### src/rtl/irq_pend_pkg.sv
package irq_pend_pkg;

    localparam int WORD_W    = 32;
    localparam int LVL_W     = 4;
    localparam int OFS_W     = 2;
    localparam int OFS_LSB   = 2;
    localparam int SOFT_LO   = 17;
    localparam int SOFT_HI   = 31;
    localparam int ALIAS_BIT = 14;
    localparam logic [WORD_W-1:0] SOFT_MASK = 32'hFFFE_0000;

    typedef enum logic [OFS_W-1:0] {
        OFS_STATUS = 2'd0,
        OFS_CLEAR  = 2'd1,
        OFS_RAISE  = 2'd2,
        OFS_SPARE  = 2'd3
    } pend_ofs_e;

    typedef struct packed {
        logic [WORD_W-1:0] set_m;
        logic [WORD_W-1:0] clr_m;
    } pend_upd_t;

    // bits a raise write may set
    function automatic logic [WORD_W-1:0] raise_filter(input logic [WORD_W-1:0] v);
        return v & SOFT_MASK;
    endfunction

    // bits a clear write removes; bit 14 aliases onto bit 31
    function automatic logic [WORD_W-1:0] clear_filter(input logic [WORD_W-1:0] v);
        logic [WORD_W-1:0] t;
        t = v;
        t[SOFT_HI] = v[SOFT_HI] | v[ALIAS_BIT];
        return t & SOFT_MASK;
    endfunction

    // highest pending soft bit, expressed as a level
    function automatic logic [LVL_W-1:0] soft_level(input logic [WORD_W-1:0] w);
        logic [LVL_W-1:0] lvl;
        lvl = '0;
        for (int j = SOFT_LO; j <= SOFT_HI; j++) begin
            if (w[j]) lvl = LVL_W'(j - SOFT_LO + 1);
        end
        return lvl;
    endfunction

    // one-hot pending bit for a hardware priority, none for zero
    function automatic logic [WORD_W-1:0] prio_bit(input logic [LVL_W-1:0] prio);
        logic [WORD_W-1:0] m;
        m = '0;
        if (prio != '0) m[prio] = 1'b1;
        return m;
    endfunction

endpackage

### src/rtl/pend_bus_decode.sv
module pend_bus_decode
    import irq_pend_pkg::*;
#(
    parameter int NUM_CPU = 16,
    parameter int CPU_W   = 4
) (
    input  logic              bus_wr,
    input  logic [CPU_W-1:0]  bus_cpu,
    input  pend_ofs_e         bus_ofs,
    input  logic [WORD_W-1:0] bus_wdata,
    output pend_upd_t         upd [NUM_CPU]
);

    logic [WORD_W-1:0] raise_v;
    logic [WORD_W-1:0] clear_v;
    logic              do_raise;
    logic              do_clear;

    always_comb begin
        raise_v  = raise_filter(bus_wdata);
        clear_v  = clear_filter(bus_wdata);
        do_raise = bus_wr && (bus_ofs == OFS_RAISE);
        do_clear = bus_wr && (bus_ofs == OFS_CLEAR);
    end

    for (genvar gi = 0; gi < NUM_CPU; gi++) begin : g_dec
        logic hit;
        assign hit     = (bus_cpu == CPU_W'(gi));
        assign upd[gi] = {(do_raise && hit) ? raise_v : '0,
                          (do_clear && hit) ? clear_v : '0};
    end

endmodule

### src/rtl/pend_hw_route.sv
module pend_hw_route
    import irq_pend_pkg::*;
#(
    parameter int NUM_CPU = 16,
    parameter int CPU_W   = 4
) (
    input  logic             hw_valid,
    input  logic             hw_assert,
    input  logic [LVL_W-1:0] hw_prio,
    input  logic [CPU_W-1:0] hw_cpu,
    input  logic [CPU_W-1:0] target_cpu,
    output pend_upd_t        upd [NUM_CPU]
);

    localparam logic [CPU_W-1:0] TO_TARGET = {CPU_W{1'b1}};

    logic [CPU_W-1:0]  dest;
    logic [WORD_W-1:0] bit_m;

    always_comb begin
        dest  = (hw_cpu == TO_TARGET) ? target_cpu : hw_cpu;
        bit_m = prio_bit(hw_prio);
    end

    for (genvar gi = 0; gi < NUM_CPU; gi++) begin : g_route
        logic hit;
        assign hit     = hw_valid && (dest == CPU_W'(gi));
        assign upd[gi] = {(hit &&  hw_assert) ? bit_m : '0,
                          (hit && !hw_assert) ? bit_m : '0};
    end

endmodule

### src/rtl/pend_cpu_slice.sv
module pend_cpu_slice
    import irq_pend_pkg::*;
(
    input  logic              clk,
    input  logic              rst,
    input  pend_upd_t         bus_upd,
    input  pend_upd_t         hw_upd,
    output logic [WORD_W-1:0] pend_q,
    output logic [LVL_W-1:0]  level_q,
    output logic              req_q
);

    logic [WORD_W-1:0] pend_d;

    // order: bus raise, hardware, bus clear last
    always_comb begin
        pend_d = pend_q | bus_upd.set_m | hw_upd.set_m;
        pend_d = pend_d & ~hw_upd.clr_m;
        pend_d = pend_d & ~bus_upd.clr_m;
    end

    always_ff @(posedge clk) begin
        if (rst) begin
            pend_q  <= '0;
            level_q <= '0;
            req_q   <= 1'b0;
        end else begin
            pend_q  <= pend_d;
            level_q <= soft_level(pend_d);
            req_q   <= (pend_d & SOFT_MASK) != '0;
        end
    end

endmodule

### src/rtl/cpu_irq_pending_bank.sv
module cpu_irq_pending_bank
    import irq_pend_pkg::*;
#(
    parameter int NUM_CPU  = 16,
    parameter int CPU_W    = 4,
    parameter int ADDR_W   = 16,
    parameter int PAGE_LSB = 12
) (
    input  logic                     clk,
    input  logic                     rst,
    input  logic [ADDR_W-1:0]        bus_addr,
    input  logic                     bus_wr,
    input  logic [WORD_W-1:0]        bus_wdata,
    output logic [WORD_W-1:0]        bus_rdata,
    input  logic                     hw_valid,
    input  logic                     hw_assert,
    input  logic [LVL_W-1:0]         hw_prio,
    input  logic [CPU_W-1:0]         hw_cpu,
    input  logic [CPU_W-1:0]         target_cpu,
    output logic [NUM_CPU-1:0]       irq_req,
    output logic [NUM_CPU*LVL_W-1:0] irq_level
);

    logic [CPU_W-1:0]          bus_cpu;
    pend_ofs_e                 bus_ofs;
    logic                      addr_unused;
    pend_upd_t                 bus_upd [NUM_CPU];
    pend_upd_t                 hw_upd  [NUM_CPU];
    logic [WORD_W-1:0]         pend_word [NUM_CPU];
    logic [NUM_CPU*WORD_W-1:0] pend_flat;

    assign bus_cpu     = bus_addr[PAGE_LSB +: CPU_W];
    assign bus_ofs     = pend_ofs_e'(bus_addr[OFS_LSB +: OFS_W]);
    assign addr_unused = ^bus_addr;

    pend_bus_decode #(.NUM_CPU(NUM_CPU), .CPU_W(CPU_W)) u_dec (
        .bus_wr    (bus_wr),
        .bus_cpu   (bus_cpu),
        .bus_ofs   (bus_ofs),
        .bus_wdata (bus_wdata),
        .upd       (bus_upd)
    );

    pend_hw_route #(.NUM_CPU(NUM_CPU), .CPU_W(CPU_W)) u_route (
        .hw_valid   (hw_valid),
        .hw_assert  (hw_assert),
        .hw_prio    (hw_prio),
        .hw_cpu     (hw_cpu),
        .target_cpu (target_cpu),
        .upd        (hw_upd)
    );

    for (genvar gi = 0; gi < NUM_CPU; gi++) begin : g_cpu
        pend_cpu_slice u_slice (
            .clk     (clk),
            .rst     (rst),
            .bus_upd (bus_upd[gi]),
            .hw_upd  (hw_upd[gi]),
            .pend_q  (pend_word[gi]),
            .level_q (irq_level[gi*LVL_W +: LVL_W]),
            .req_q   (irq_req[gi])
        );
        assign pend_flat[gi*WORD_W +: WORD_W] = pend_word[gi];
    end

    always_comb begin
        bus_rdata = '0;
        for (int i = 0; i < NUM_CPU; i++) begin
            if (bus_cpu == CPU_W'(i) && bus_ofs == OFS_STATUS) bus_rdata = pend_word[i];
        end
    end

endmodule

### config.mk
export PLATFORM = sky130hd
export DESIGN_NAME = cpu_irq_pending_bank
export DESIGN_NICKNAME = d
export VERILOG_FILES = /design/src/rtl/irq_pend_pkg.sv /design/src/rtl/pend_bus_decode.sv /design/src/rtl/pend_hw_route.sv /design/src/rtl/pend_cpu_slice.sv /design/src/rtl/cpu_irq_pending_bank.sv
export SDC_FILE = /design/constraint.sdc
export NUM_CORES = 1
export LEC_CHECK = 0
export BUFFER_PORTS_ARGS = -buffer_cell sky130_fd_sc_hd__clkbuf_2
export CAP_MARGIN = 10
export CELL_PAD_IN_SITES_DETAIL_PLACEMENT = 0
export CELL_PAD_IN_SITES_GLOBAL_PLACEMENT = 1
export CORE_UTILIZATION = 43
export DETAILED_ROUTE_END_ITERATION = 16
export GPL_TIMING_DRIVEN = 0
export HOLD_SLACK_MARGIN = 0.15
export PLACE_DENSITY_LB_ADDON = 0.2
export RECOVER_POWER = 50
export REMOVE_ABC_BUFFERS = 1
export SLEW_MARGIN = 25
export SYNTH_ARGS = -nofsm -noshare
export SYNTH_HDL_FRONTEND = slang
export SYNTH_HIERARCHICAL = 1
export SYNTH_SLANG_ARGS = --single-unit
### constraint.sdc
create_clock -name clk -period 2.6 [get_ports clk]
set_clock_uncertainty 0.15 [all_clocks]
set_input_delay 0.39 -clock clk [delete_from_list [all_inputs] [get_ports clk]]
set_output_delay 0.39 -clock clk [all_outputs]
set_load 0.05 [all_outputs]
==> summary.md, run 1 <==
| Metric | Value |
|---|---|
| Outcome | finished with violations |
| Failing checks | max-capacitance violations, max-slew violations, negative setup slack |
| RSZ-0062 raised after global routing | yes |
| Post-Place Worst Slack | -2.09 ns |
| Critical path launch point type | input pin |
| Gate Count Post-Synth | 5,544 |
| Clock tree buffer depth | 3 |
| Synthesized cell area | 43,800 um^2 |
| IO Pins | 177 |
| Critical path, cell by cell | clkbuf_16 > buf_4 > or3b_4 > clkbuf_1 > clkbuf_2 > clkbuf_16 > nor3_2 > or3_4 > a2111oi_4 > a311oi_2 > o2111ai_1 > nand2_1 |
| Critical path buffers and inverters | 5 |
| Top cell family by delay on the critical path | buffers and inverters |
| Overall Global Routing Usage | 0.310 |
| Detailed placer's ending HPWL | 107,000 um |
| Post-synth top area cell | dfxtp_1 |
| 1st-pass router iterations | 7 |
| Pwr/cell area | 536 nW/um^2 |
| Die Wd | 321 um |
| Top cells by area, synth | dfxtp_1, buf_4, nor3_1, nor3_2, nor4_1 |
| Clock Sink Count | 592 |
| Reg2reg start | g_cpu[12].u_slice/pend_q[21]$_SDFF_PP0_ |
| Reg2Reg Depth | 5 |
| Min-delay worst type | in2reg |
| Worst path arrival time | 3.50 ns |
| Final #Nets | 5,766 |
| Hold Path Origin | rst |
| Main synth FF type | dfxtp_1 |
| Crit path from | bus_addr[3] |
| Top-count cell post-synth | nor3_1 |
| Worst EP required | 2.95 ns |
| Slowest Stage Delay on Critical Path | 0.50 ns |
| Floorplan core area | 101,000 um^2 |
| Gpl congestion | 0.912 |
| Largest net degree at the start of global routing | 97 |
| Final ANT Viol Nets | 0 |
| Vias | 39,100 |
| Endpoints failing setup | 184 |
| Worst-Skew Late Latency | 0.66 ns |
| Die area | 103,000 um^2 |
| Yosys reg bits | 592 |
| Pin slew with the least headroom to its limit | 1.86 ns |
| Hold path depth | 3 |
| WS Path Type | in2reg |
| Fin Hold WS | 0.199 ns |
| H-tree lvl count | 3 |
| Number of DRC markers in iteration 0 | 3,788 |
| Die H | 321 um |
| Number of vias per cell | 5.49 |
| Fin cells | 7,121 |
| Fraction of layout cells with a size suffix above 1 | 0.207 |
| First-pass GRT wire length | 240,000 um |
| Syn Area/Cell | 7.90 um^2 |
| Cts bufs inserted | 77 |
| Initial Utilization | 0.436 |
| Layout Area Growth over Synthesis | 12.4% |
| GRT overflow | 0 |
| Slew Limit Fails | 77 |
| Synth unique cells | 90 |
| CP max stage cell | clkbuf_2 |
| Clock edge transition at the registers on the reported setup and hold paths | 0.06 ns |
| Synth cell count leaders | nor3_1, buf_4, dfxtp_1 |
| Kind of end point of the critical path | register |
| DRC | 0 |
| Drt wl/cell | 23.5 um |
| Rel. slew slack | -0.241 |
| Vias in the first global route | 35,700 |
| Antenna violations before repair | 4 |
| Yosys Warn Count | 6 |
| CP max FO | 17 |
| Final Cycle Share | 1.21 |
| Max-Cap Viols | 1 |
| Setup ws final | -0.548 ns |
| Async SR Flop Fraction | 0 |
| EDFF count, synth | 0 |
| Peak VDD IR | 0.506 mV |
| Sequential element share of the synthesized area | 0.270 |
| Final hold vios | 0 |
| Crit path top cell by count | clkbuf_16 |
| Fmax | 318 MHz |
| Placed cell count | 6,758 |
| Clk root buf | clkbuf_16 |
| WL final | 167,000 um |
| Port bufs | 150 |
| Rows | 116 |
| Pleak | 0.0186 uW |
| Power Total | 26,400 uW |
| Worst path depth | 12 |
| Yosys top cell area share | 0.270 |
| CTS tree | done |
| Min Tclk post-route | 3.15 ns |
final cells by class:
cell class	instances	area (um^2)
multi-input cells	4539	27500
well taps	1357	1700
repair buffers	468	5500
diodes	1	2.50
flip-flops and latches	592	11900
fillers	9997	51300
clock inverters	24	258
inverters	23	101
clock buffers	117	2330
per-stage QoR:
step / setup TNS [ns] / utilization / area (um^2)
2_1_floorplan: -1929.12 / - / 37700
3_3_place_gp: -5361.15 / 0.399 / 40100
3_5_place_dp: -269.13 / 0.420 / 42300
4_1_cts: -11.94 / 0.479 / 48200
5_1_grt: -65.15 / 0.489 / 49200
6_report: -41.40 / 0.490 / 49200
power by group:
part / internal [uW] / switching [uW] / total, uW / leakage [uW]
Clock: 6580 / 4520 / 11100 / 0.00129
Sequential: 9570 / 361 / 9940 / 0.00489
Combinational: 1780 / 3580 / 5360 / 0.0124
Total: 17900 / 8460 / 26400 / 0.0186
worst reg2reg max path, delay by kind of cell (launching register included):
| kind | cells | cell delay (ns) |
|---|---|---|
| compound gates | 3 | 0.76 |
| simple gates | 2 | 0.57 |
| flops | 1 | 0.37 |
path summary, 6_finish.rpt:
path,endpoint,slack (ns)
min,g_cpu[11].u_slice/pend_q[30]$_SDFF_PP0_,0.20
min reg2reg,g_cpu[15].u_slice/pend_q[26]$_SDFF_PP0_,0.40
max,g_cpu[0].u_slice/level_q[0]$_SDFF_PP0_,-0.55
max reg2reg,g_cpu[12].u_slice/level_q[0]$_SDFF_PP0_,0.58
cells in the final DEF (no fill, tap or decap), types with 25 or more instances in the layout:
| cell | count |
|---|---|
| mux4_2 | 40 |
| nand4_1 | 39 |
| dfxtp_1 | 584 |
| nor4_1 | 297 |
| clkbuf_2 | 40 |
| conb_1 | 1088 |
| mux2i_1 | 28 |
| nor2_1 | 363 |
| clkbuf_1 | 98 |
| clkbuf_8 | 25 |
| buf_12 | 41 |
| o21ai_0 | 48 |
| nor3_1 | 1271 |
| nor3_2 | 239 |
| nand2_1 | 164 |
| buf_6 | 45 |
| buf_16 | 40 |
| or3_4 | 48 |
| buf_8 | 50 |
| buf_4 | 133 |
| a21oi_1 | 73 |
| or3_1 | 160 |
| clkbuf_16 | 94 |
state kept, by name, indices dropped and copies added (netlist names):
| register | count |
|---|---|
| g_cpu.u_slice/level_q | 64 |
| g_cpu.u_slice/pend_q | 512 |
| g_cpu.u_slice/req_q | 16 |
layer usage:
layer | share of wire | GRT usage
met5 | 0.000072 | 0
met4 | 0.072 | 0.195
met3 | 0.073 | 0.0496
met2 | 0.45 | 0.494
met1 | 0.40 | 0.391
logic make-up (layout without fill, tap and decap cells):
group	count (synthesis)	in the layout	share of synthesized area
buf+inv	1504	632	0.235
other cells	2	1089	0.000171
flops	592	592	0.270
simple gates	2870	2875	0.378
compound gates	492	492	0.0853
mux	84	84	0.0310
timing repair:
item,4_1_cts,5_1_grt
hold buffers,1,0
endpoints found under the setup margin,123,81
pin swaps,80,101
buffers inserted,127,63
gates cloned,24,10
resized for setup,325,241
endpoints found under the hold margin,5,0
No activity file was read; power rests on OpenSTA's default activity.
==> run 2: changes to the inputs <==
Settings changed: CORE_UTILIZATION 43 to 40, SETUP_SLACK_MARGIN set to 0.1.
==> run 2 against run 1 <==
  * The run ends with negative setup slack left
  * Total power up 2.9%
  * Non-clock buffer count down 12
  * Clock power up 7%
  * Final area up 0.80%
  * Sequential cell count unchanged
  * Routed wire length up 0.70%
  * Combinational power about the same
  * Final cell count up 0.72%
  * Critical path depth down 7
  * Maximum frequency down 0.33%
  * Hold slack worse by 0.037 ns
  * Critical path type is now reg2out
  * Largest cell class unchanged
  * Largest power group unchanged
==> summary.md, run 2 (synthesized netlist as in run 1, its figures left out) <==
| Metric | Value |
|---|---|
| Worst-Skew Late Latency | 0.68 ns (was 0.66 ns) |
| Most common cell after layout, fill and taps aside | nor3_1 (unchanged) |
| Antenna violations before repair | 3 (was 4) |
| Setup TNS | -39.53 ns (was -41.40 ns) |
| Min Tclk post-route | 3.16 ns (was 3.15 ns) |
| Critical path launch point type | register (was input pin) |
| CP max FO | 2 (was 17) |
| CTS tree | done (unchanged) |
| Pleak | 0.0187 uW (was 0.0186 uW) |
| Number of DRC markers in iteration 0 | 3,149 (was 3,788) |
| Gpl congestion | 0.912 (about the same) |
| First-pass GRT wire length | 240,000 um (about the same) |
| Worst path arrival time | 2.62 ns (was 3.50 ns) |
| Largest Register | g_cpu.u_slice/pend_q (unchanged) |
| H-tree lvl count | 3 (unchanged) |
| Final hold vios | 0 (unchanged) |
| Layout Area Growth over Synthesis | 13.3% (was 12.4%) |
| Worst EP required | 2.06 ns (was 2.95 ns) |
| Post-layout instance area | 49,600 um^2 (was 49,200 um^2) |
| Initial Utilization | 0.403 (was 0.436) |
| Clock Sink Count | 592 (unchanged) |
| Regs by FF count | g_cpu.u_slice/pend_q: 512 flops, g_cpu.u_slice/level_q: 64 flops, g_cpu.u_slice/req_q: 16 flops (unchanged) |
| Kind of end point of the critical path | primary output (was register) |
| RSZ-0062 raised after global routing | yes (unchanged) |
| Max reg flops | 512 (unchanged) |
| Final Cycle Share | 1.21 (about the same) |
| Outcome | finished with violations (unchanged) |
| Final #Nets | 5,758 (was 5,766) |
| Rows | 121 (was 116) |
| Min-delay worst type | in2reg (unchanged) |
| Clock edge transition at the registers on the reported setup and hold paths | 0.06 ns (about the same) |
| Port bufs | 150 (unchanged) |
| Final ANT Viol Nets | 0 (unchanged) |
| Max-Cap Viols | 0 (was 1) |
| Slew Limit Fails | 0 (was 77) |
| 1st-pass router iterations | 6 (was 7) |
| Floorplan core area | 109,000 um^2 (was 101,000 um^2) |
| WL final | 168,000 um (was 167,000 um) |
| Vias in the first global route | 35,300 (was 35,700) |
| GRT overflow | 0 (unchanged) |
| Pin slew with the least headroom to its limit | 1.20 ns (was 1.86 ns) |
| Failing checks | negative setup slack (was max-capacitance violations, max-slew violations, negative setup slack) |
| Vias | 38,600 (was 39,100) |
| Fmax | 317 MHz (was 318 MHz) |
| Cts bufs inserted | 79 (was 77) |
| Fraction of layout cells with a size suffix above 1 | 0.208 (was 0.207) |
| Setup ws final | -0.558 ns (was -0.548 ns) |
| Peak VDD IR | 0.440 mV (was 0.506 mV) |
| DRC | 0 (unchanged) |
| Die Wd | 333 um (was 321 um) |
| Die H | 333 um (was 321 um) |
| Most frequent cells in the layout | nor3_1, conb_1, dfxtp_1 (unchanged) |
| Largest net degree at the start of global routing | 95 (was 97) |
| WS Path Type | reg2out (was in2reg) |
| Pwr/cell area | 547 nW/um^2 (was 536 nW/um^2) |
| Layout fillers | 10,800 (was 9,997) |
| Rel. slew slack | 0.197 (was -0.241) |
| Detailed placer's ending HPWL | 109,000 um (was 107,000 um) |
| Endpoints failing setup | 148 (was 184) |
| Drt wl/cell | 23.5 um (about the same) |
| IO Pins | 177 (unchanged) |
| Die area | 111,000 um^2 (was 103,000 um^2) |
| Clock tree buffer depth | 3 (unchanged) |
| Clk root buf | clkbuf_16 (unchanged) |
| Dpl cell area | 42,400 um^2 (was 42,300 um^2) |
| Number of vias per cell | 5.38 (was 5.49) |
| Overall Global Routing Usage | 0.290 (was 0.310) |
| Fin Hold WS | 0.161 ns (was 0.199 ns) |
-- run 2: repair_timing --
item / 4_1_cts / 5_1_grt
hold endpoints to repair: 27 / 0
gates resized for setup: 329 / 242
pin swaps: 82 / 129
endpoints found under the setup margin: 112 / 87
setup buffers: 114 / 57
hold buffers: 4 / 0
gates cloned: 27 / 9
-- run 2: path summary, 6_finish.rpt --
kind,start,endpoint,slack [ns],cells after the start
worst max-delay path,g_cpu[0].u_slice/pend_q[27]$_SDFF_PP0_,bus_rdata[27],-0.56,5
worst min-delay path,rst,g_cpu[10].u_slice/pend_q[15]$_SDFF_PP0_,0.16,3
worst max register to register,g_cpu[8].u_slice/pend_q[25]$_SDFF_PP0_,g_cpu[8].u_slice/level_q[1]$_SDFF_PP0_,0.68,5
worst min register to register,g_cpu[12].u_slice/pend_q[26]$_SDFF_PP0_,g_cpu[12].u_slice/pend_q[26]$_SDFF_PP0_,0.40,2
-- run 2: final cells by class --
cell class                 count  area [um^2]  area share
sequential                   592        11900       0.240
clock buffer                 113         2250      0.0454
clock inverter                32          495     0.00998
tap                         1414         1770      0.0356
antenna                        1         2.50   0.0000504
inverter                      23         93.8     0.00189
multi-input combinational   4541        27800       0.559
timing repair buffer         456         5370       0.108
-- run 2: worst max-delay path, stage by stage (launching register included) --
cell and delay [ns]:
dfxtp_4 0.39, mux4_2 0.53, a2bb2oi_4 0.25, a31oi_4 0.16, a221o_2 0.43, buf_8 0.19
-- run 2: through the flow --
step                       util  setup slack [ns]  std cells  total power [uW]
after floorplan               -             -5.30       5149             12700
after global placement    0.370            -11.00       6713             14500
after detailed placement  0.390             -1.72       6816             14700
after CTS                 0.445            -0.555       7106             27100
after global routing      0.457            -0.545       7171             28100
final                     0.457            -0.558       7172             27200
-- run 2: layer usage --
metal  share of wire  track usage
met1            0.41        0.369
met2            0.46        0.462
met3           0.062       0.0417
met4           0.067        0.173
met5        0.000095            0
-- run 2: power breakdown --
part	total [uW]	switching [uW]	leakage (uW)	internal, uW
clock network	11900	4720	0.00134	7150
registers	9950	373	0.00490	9580
logic	5350	3580	0.0124	1770
total	27200	8670	0.0187	18500
